===== src/rtl/xbus_pkg.sv =====
package xbus_pkg;

  typedef enum logic [2:0] {
    PH_IDLE,
    PH_ADDR,
    PH_SETUP,
    PH_STROBE,
    PH_HOLD,
    PH_RECOV
  } xbus_phase_e;

  typedef struct packed {
    logic [1:0] t_addr;
    logic [1:0] t_setup;
    logic [3:0] t_strobe;
    logic [1:0] t_hold;
    logic [3:0] t_recov;
    logic       muxed;
    logic       hostport;
  } xbus_cfg_t;

  localparam int TWORD_W = 32;
  localparam int CNT_W   = 5;

  // Field positions within one chip-select timing word
  function automatic xbus_cfg_t cfg_unpack(input logic [TWORD_W-1:0] w);
    xbus_cfg_t c;
    c.t_addr   = w[29:28];
    c.t_setup  = w[27:26];
    c.t_strobe = w[25:22];
    c.t_hold   = w[21:20];
    c.t_recov  = w[19:16];
    c.muxed    = w[1];
    c.hostport = w[0];
    return c;
  endfunction

  // Number of clocks a phase lasts (before any ready stretch)
  function automatic logic [CNT_W-1:0] phase_len(input xbus_phase_e ph, input xbus_cfg_t c);
    logic [CNT_W-1:0] n;
    case (ph)
      PH_ADDR:   n = {3'b000, c.t_addr} + (c.muxed ? 5'd2 : 5'd1);
      PH_SETUP:  n = 5'd1 + {3'b000, c.t_setup};
      PH_STROBE: n = (c.t_strobe == 4'd0) ? 5'd1 : {1'b0, c.t_strobe};
      PH_HOLD:   n = 5'd1 + {3'b000, c.t_hold};
      PH_RECOV:  n = 5'd1 + {1'b0, c.t_recov};
      default:   n = 5'd1;
    endcase
    return n;
  endfunction

  function automatic xbus_phase_e phase_next(input xbus_phase_e ph);
    xbus_phase_e n;
    case (ph)
      PH_ADDR:   n = PH_SETUP;
      PH_SETUP:  n = PH_STROBE;
      PH_STROBE: n = PH_HOLD;
      PH_HOLD:   n = PH_RECOV;
      default:   n = PH_IDLE;
    endcase
    return n;
  endfunction

endpackage


===== src/rtl/xbus_rdy_sync.sv =====
module xbus_rdy_sync #(
  parameter int STAGES = 2
) (
  input  logic clk,
  input  logic rst,
  input  logic async_in,
  output logic sync_out
);

  logic [STAGES-1:0] chain_q;

  always_ff @(posedge clk) begin
    if (rst) chain_q <= '0;
    else     chain_q <= {chain_q[STAGES-2:0], async_in};
  end

  assign sync_out = chain_q[STAGES-1];

endmodule


===== src/rtl/xbus_tsel.sv =====
module xbus_tsel import xbus_pkg::*; #(
  parameter int NCS = 4,
  parameter int CSW = (NCS > 1) ? $clog2(NCS) : 1
) (
  input  logic [NCS*TWORD_W-1:0] timing_flat,
  input  logic [CSW-1:0]         sel,
  output xbus_cfg_t              cfg
);

  xbus_cfg_t cfg_arr [NCS];

  for (genvar g = 0; g < NCS; g++) begin : g_unpack
    assign cfg_arr[g] = cfg_unpack(timing_flat[g*TWORD_W +: TWORD_W]);
  end

  assign cfg = cfg_arr[sel];

endmodule


===== src/rtl/xbus_fsm.sv =====
module xbus_fsm import xbus_pkg::*; #(
  parameter int NCS = 4,
  parameter int CSW = (NCS > 1) ? $clog2(NCS) : 1,
  parameter int AW  = 24,
  parameter int DW  = 16
) (
  input  logic           clk,
  input  logic           rst,
  input  logic           req_valid,
  input  logic           req_write,
  input  logic [CSW-1:0] req_cs,
  input  logic [AW-1:0]  req_addr,
  input  logic [DW-1:0]  req_wdata,
  input  xbus_cfg_t      req_cfg,
  input  logic           rdy_sync,
  input  logic [DW-1:0]  ext_data_in,
  output logic           req_ready,
  output logic           done,
  output logic [DW-1:0]  rdata,
  output logic [AW-1:0]  ext_addr,
  output logic           ext_ale,
  output logic [NCS-1:0] ext_cs_n,
  output logic           ext_rd_n,
  output logic           ext_wr_n,
  output logic [DW-1:0]  ext_data_out,
  output logic           ext_data_oe
);

  xbus_phase_e      ph_q, ph_n;
  logic [CNT_W-1:0] cnt_q, cnt_n, len_cur, la;
  logic             last, accept;

  // transfer context latched at accept
  logic             wr_q;
  logic [CSW-1:0]   cs_q;
  logic [AW-1:0]    addr_q;
  logic [DW-1:0]    wdata_q;
  xbus_cfg_t        cfg_q;

  // context seen by the output decode
  logic             e_wr;
  logic [CSW-1:0]   e_cs;
  logic [AW-1:0]    e_addr;
  logic [DW-1:0]    e_wdata;
  xbus_cfg_t        e_cfg;

  // next-cycle output values
  logic [AW-1:0]    o_addr;
  logic             o_ale, o_rd_n, o_wr_n, o_oe;
  logic [NCS-1:0]   o_cs_n;
  logic [DW-1:0]    o_dout;

  assign accept  = (ph_q == PH_IDLE) && req_valid;
  assign len_cur = phase_len(ph_q, cfg_q);
  assign last    = (cnt_q == len_cur - 5'd1);

  assign e_wr    = accept ? req_write : wr_q;
  assign e_cs    = accept ? req_cs    : cs_q;
  assign e_addr  = accept ? req_addr  : addr_q;
  assign e_wdata = accept ? req_wdata : wdata_q;
  assign e_cfg   = accept ? req_cfg   : cfg_q;

  // phase stepping
  always_comb begin
    ph_n  = ph_q;
    cnt_n = cnt_q;
    if (ph_q == PH_IDLE) begin
      if (req_valid) begin
        ph_n  = PH_ADDR;
        cnt_n = '0;
      end
    end else if (!last) begin
      cnt_n = cnt_q + 5'd1;
    end else if ((ph_q != PH_STROBE) || !cfg_q.hostport || rdy_sync) begin
      ph_n  = phase_next(ph_q);
      cnt_n = '0;
    end
  end

  // pin decode of the cycle about to start
  always_comb begin
    o_addr = '0;
    o_ale  = 1'b0;
    o_cs_n = '1;
    o_rd_n = 1'b1;
    o_wr_n = 1'b1;
    o_oe   = 1'b0;
    o_dout = '0;
    la     = phase_len(PH_ADDR, e_cfg);
    if (ph_n != PH_IDLE)
      o_addr = e_cfg.muxed ? {e_addr[AW-1:DW], {DW{1'b0}}} : e_addr;
    case (ph_n)
      PH_ADDR: begin
        o_ale = (la == 5'd1) || (cnt_n < la - 5'd1);
        if (e_cfg.muxed && o_ale) begin
          o_oe   = 1'b1;
          o_dout = e_addr[DW-1:0];
        end else if (e_wr) begin
          o_oe   = 1'b1;
          o_dout = e_wdata;
        end
      end
      PH_SETUP, PH_HOLD: begin
        o_cs_n[e_cs] = 1'b0;
        if (e_wr) begin
          o_oe   = 1'b1;
          o_dout = e_wdata;
        end
      end
      PH_STROBE: begin
        o_cs_n[e_cs] = 1'b0;
        if (e_wr) begin
          o_wr_n = 1'b0;
          o_oe   = 1'b1;
          o_dout = e_wdata;
        end else begin
          o_rd_n = 1'b0;
        end
      end
      default: ;
    endcase
  end

  always_ff @(posedge clk) begin
    if (rst) begin
      ph_q         <= PH_IDLE;
      cnt_q        <= '0;
      wr_q         <= 1'b0;
      cs_q         <= '0;
      addr_q       <= '0;
      wdata_q      <= '0;
      cfg_q        <= '0;
      done         <= 1'b0;
      rdata        <= '0;
      ext_addr     <= '0;
      ext_ale      <= 1'b0;
      ext_cs_n     <= '1;
      ext_rd_n     <= 1'b1;
      ext_wr_n     <= 1'b1;
      ext_data_out <= '0;
      ext_data_oe  <= 1'b0;
    end else begin
      ph_q  <= ph_n;
      cnt_q <= cnt_n;
      if (accept) begin
        wr_q    <= req_write;
        cs_q    <= req_cs;
        addr_q  <= req_addr;
        wdata_q <= req_wdata;
        cfg_q   <= req_cfg;
      end
      if ((ph_q == PH_STROBE) && (ph_n == PH_HOLD) && !wr_q)
        rdata <= ext_data_in;
      done         <= (ph_q == PH_RECOV) && (ph_n == PH_IDLE);
      ext_addr     <= o_addr;
      ext_ale      <= o_ale;
      ext_cs_n     <= o_cs_n;
      ext_rd_n     <= o_rd_n;
      ext_wr_n     <= o_wr_n;
      ext_data_out <= o_dout;
      ext_data_oe  <= o_oe;
    end
  end

  assign req_ready = (ph_q == PH_IDLE);

endmodule


===== src/rtl/xbus_seq.sv =====
module xbus_seq import xbus_pkg::*; #(
  parameter int NCS         = 4,
  parameter int AW          = 24,
  parameter int DW          = 16,
  parameter int SYNC_STAGES = 2,
  localparam int CSW        = (NCS > 1) ? $clog2(NCS) : 1
) (
  input  logic                   clk,
  input  logic                   rst,
  input  logic                   req_valid,
  input  logic                   req_write,
  input  logic [CSW-1:0]         req_cs,
  input  logic [AW-1:0]          req_addr,
  input  logic [DW-1:0]          req_wdata,
  input  logic [NCS*TWORD_W-1:0] cs_timing,
  output logic                   req_ready,
  output logic                   done,
  output logic [DW-1:0]          rdata,
  output logic [AW-1:0]          ext_addr,
  output logic                   ext_ale,
  output logic [NCS-1:0]         ext_cs_n,
  output logic                   ext_rd_n,
  output logic                   ext_wr_n,
  output logic [DW-1:0]          ext_data_out,
  output logic                   ext_data_oe,
  input  logic [DW-1:0]          ext_data_in,
  input  logic                   ext_rdy
);

  xbus_cfg_t sel_cfg;
  logic      rdy_s;

  xbus_tsel #(.NCS(NCS), .CSW(CSW)) u_tsel (
    .timing_flat (cs_timing),
    .sel         (req_cs),
    .cfg         (sel_cfg)
  );

  xbus_rdy_sync #(.STAGES(SYNC_STAGES)) u_sync (
    .clk      (clk),
    .rst      (rst),
    .async_in (ext_rdy),
    .sync_out (rdy_s)
  );

  xbus_fsm #(.NCS(NCS), .CSW(CSW), .AW(AW), .DW(DW)) u_fsm (
    .clk          (clk),
    .rst          (rst),
    .req_valid    (req_valid),
    .req_write    (req_write),
    .req_cs       (req_cs),
    .req_addr     (req_addr),
    .req_wdata    (req_wdata),
    .req_cfg      (sel_cfg),
    .rdy_sync     (rdy_s),
    .ext_data_in  (ext_data_in),
    .req_ready    (req_ready),
    .done         (done),
    .rdata        (rdata),
    .ext_addr     (ext_addr),
    .ext_ale      (ext_ale),
    .ext_cs_n     (ext_cs_n),
    .ext_rd_n     (ext_rd_n),
    .ext_wr_n     (ext_wr_n),
    .ext_data_out (ext_data_out),
    .ext_data_oe  (ext_data_oe)
  );

endmodule


===== config.mk =====
export PLATFORM = sky130hd
export DESIGN_NAME = xbus_seq
export DESIGN_NICKNAME = d
export VERILOG_FILES = /design/src/rtl/xbus_pkg.sv /design/src/rtl/xbus_rdy_sync.sv /design/src/rtl/xbus_tsel.sv /design/src/rtl/xbus_fsm.sv /design/src/rtl/xbus_seq.sv
export SDC_FILE = /design/constraint.sdc
export NUM_CORES = 1
export LEC_CHECK = 0
export BUFFER_PORTS_ARGS = -buffer_cell sky130_fd_sc_hd__buf_2
export CAP_MARGIN = 20
export CORE_MARGIN = 2
export CORE_UTILIZATION = 48
export CTS_CLUSTER_DIAMETER = 80
export CTS_CLUSTER_SIZE = 24
export DETAILED_ROUTE_END_ITERATION = 16
export GPL_ROUTABILITY_DRIVEN = 0
export PLACE_DENSITY = 0.8
export SLEW_MARGIN = 15
export SYNTH_ARGS = -nofsm -noshare
export SYNTH_HDL_FRONTEND = slang
export SYNTH_HIERARCHICAL = 1
export SYNTH_SLANG_ARGS = --single-unit

===== constraint.sdc =====
create_clock -name clk -period 6.6 [get_ports clk]
set_input_delay 0 -clock clk [delete_from_list [all_inputs] [get_ports clk]]
set_output_delay 0 -clock clk [all_outputs]
set_load 0.01 [all_outputs]

==> flow_summary.ini <==
[finish]
final_cells = 1040
n_antenna_cell = 0
nets = 1060
drive_above_1_share_pct = 34.45
fill_cells = 932
final-seq-area_mm2 = 0.002683
multi_input_comb_area_mm2 = 0.003126
area_delta_synth_final_pct = 36.04

[route]
drt_iter0_markers = 282
drc = 0
drt-pass1-iter-count = 5
vias = 5484
postRouteAntennaNets = 0
drt-wirelength-per-cell_um = 16.47
drt_wl_total_um = 17130
vias_per_cell = 5.273

[synthesis]
syn_area_per_cell_um2 = 9.885
syn_area_mm2 = 0.006080
ys_seq_elements = 134
synth_common_cells = dfxtp_1, nand2_1, nor2_1
synth_cell_types = 74
yosysWarnings = 6
synth_top_cells_by_area = dfxtp_1, mux2i_1, nand2_1
yosysTopAreaCell = dfxtp_1
synth_top_area_share_pct = 44.12
syn_inst = 615
synthArstFlopShare_pct = 0
yosysSeqAreaShare_pct = 44.12
yosysMostFrequentCell = dfxtp_1
synth_nets = 820
synth_ff_type = dfxtp_1
synth-edff-count = 0

[clock_tree]
clk_latency_ps = 420
cts-root-buf = clkbuf_16
cts_buffers = 17
ctsResizeCount = 0
cts_sinks = 134
cts_buffer_depth = 2
cts.htree.levels = 4
clkTransAtPathRegs_ps = 60
cts_tree = done

[setup_path]
arrival_ps = 6080
critical-path-max-stage-delay_ps = 430
start_kind = register
r2r_slack_ps = 810
path_class = reg2reg
cpLargestDelayFamily = compound AO/OA/AOI/OAI gates
startpoint = u_fsm/ph_q[1]
reg2reg_depth = 25
cp_slowest_cell = a221oi_1
worstSetupPathDepth = 25
cp.buffers_inverters = 1
worst_ep_required_time_ps = 6880
rr_endpoint = u_fsm/ext_data_out[7]
crit-reg2reg-launch = u_fsm/ph_q[1]
worstSetupEndpointType = register
crit_fanout = 16

[global_route]
grt_pass1_vias = 5311
grt_max_degree = 87
grt_pass1_wl_um = 26610
antenna_found_initial = 0
gr-total-overflow = 0
grt_usage_pct = 25.66

[flow_run]
max_cap_violations = 0

[floorplanning]
die_area_mm2 = 0.01358
fp-row-count = 41
initial_core_util_pct = 48.57
fp.dieW_um = 116.5
die_h_um = 116.5
core_area_mm2 = 0.01252
ios = 257

[sta]
fin_crit_sh_pct = 87.77
slew-limit-headroom_pct = 33.63
fin_crit_ps = 5793
fin_worst_skew_ps = 6.585
fmax_mhz = 172.6
whs_ps = 52.69
worst_pin_slew_ps = 995.5
grt_setup_unrepaired = false
fin_setup_tns_ps = 0
final_max_slew_viol_count = 0
hold_viol_final = 0
setup_viol = 0

[placed_design]
dp_hpwl_um = 10940
io_buffers = 192
dp.cells = 950

[power]
ir_drop_uv = 238.8
p_per_area_mw_per_mm2 = 363.4
p_leak_nw = 3.634

[min_path]
worstHoldEndpoint = u_fsm/cfg_q[2]
worstHoldStart = cs_timing[16]
hold_path_depth = 4
worst_hold_path_type = in2reg

[run_status]
status = finished clean
## report_power, final
part | internal [mW] | switching [mW] | leakage [nW] | total, mW
Clock | 0.557 | 0.373 | 0.281 | 0.929
Sequential | 0.950 | 0.0613 | 1.09 | 1.01
Combinational | 0.419 | 0.647 | 2.26 | 1.07
Total | 1.93 | 1.08 | 3.63 | 3.01
## metrics by stage
stage               setup slack [ps]  util, %  total power, mW  cell area [um^2]
CTS                            867.4    66.07            2.994              8270
finish                         807.3    66.07            3.006              8270
global placement               941.9    56.76            2.015              7104
floorplan                      961.2        -            1.766              6080
detailed placement             891.1    56.76            2.036              7104
global route                   190.0    66.07            3.162              8270
## cells in the final DEF (no fill, tap or decap), types with 13 or more instances in the layout
cell,Yosys,final
and2_1,13,13
buf_2,7,192
clkbuf_16,0,17
nand2_1,85,85
inv_1,14,14
o21ai_0,15,15
dfxtp_1,134,134
dlygate4sd3_1,0,58
mux2i_1,37,37
a21oi_1,44,44
nor2_1,59,59
## worst min-delay path: cells and delay by family
kind	cells	cell delay [ps]
multiplexers	1	200
AO/OA/AOI/OAI	1	100
buffers and inverters	1	80
AND/OR/NAND/NOR	1	50
## state kept, by name, indices dropped and copies added (netlist names), 3 cells and up
signal              flops
u_fsm/addr_q           24
u_fsm/ext_addr         24
u_fsm/cfg_q            16
u_fsm/ext_data_out     16
u_fsm/rdata            16
u_fsm/wdata_q          16
u_fsm/cnt_q             5
u_fsm/ext_cs_n          4
u_fsm/ph_q              3
## logic make-up after synthesis
| kind of cell | after synthesis | synth area share (%) |
|---|---|---|
| adder cells (fa/ha/maj) | 14 | 3.128 |
| flip-flops | 134 | 44.12 |
| AND/OR/NAND/NOR | 232 | 19.45 |
| multiplexers | 56 | 13.13 |
| AO/OA/AOI/OAI | 120 | 14.67 |
| buffers and inverters | 52 | 4.486 |
| XOR/XNOR | 7 | 1.008 |
## worst max-delay path by stage
stage | slack, ps | endpoint
floorplan | 960 | u_fsm/ext_data_out[10]
global placement | 940 | u_fsm/ext_data_out[7]
detailed placement | 890 | u_fsm/ext_data_out[7]
CTS | 870 | u_fsm/ext_data_out[7]
global route | 190 | u_fsm/ext_data_out[3]
finish | 810 | u_fsm/ext_data_out[7]
## repair_timing
action | 4_1_cts | 5_1_grt
hold buffers | 58 | 0
buffers inserted | 0 | 0
endpoints found under the hold margin | 99 | 0
endpoints found under the setup margin | 0 | 0
## cell type report
cell class | instances | area share [%]
clock buffer | 21 | 5.688
clock inverter | 11 | 1.392
inverter | 14 | 0.6354
multi-input combinational | 429 | 37.79
sequential | 134 | 32.44
tap | 172 | 2.602
timing repair buffer | 259 | 19.46
## layer usage
metal | share of wire (%) | routed length, um | global-route usage, %
met3 | 7.6 | 1310 | 8.874
met4 | 1.8 | 308 | 9.569
met2 | 49 | 8402 | 42.36
met5 | 0 | 0 | 0
met1 | 41 | 7104 | 31.12
(Power assumes the default switching activity.)
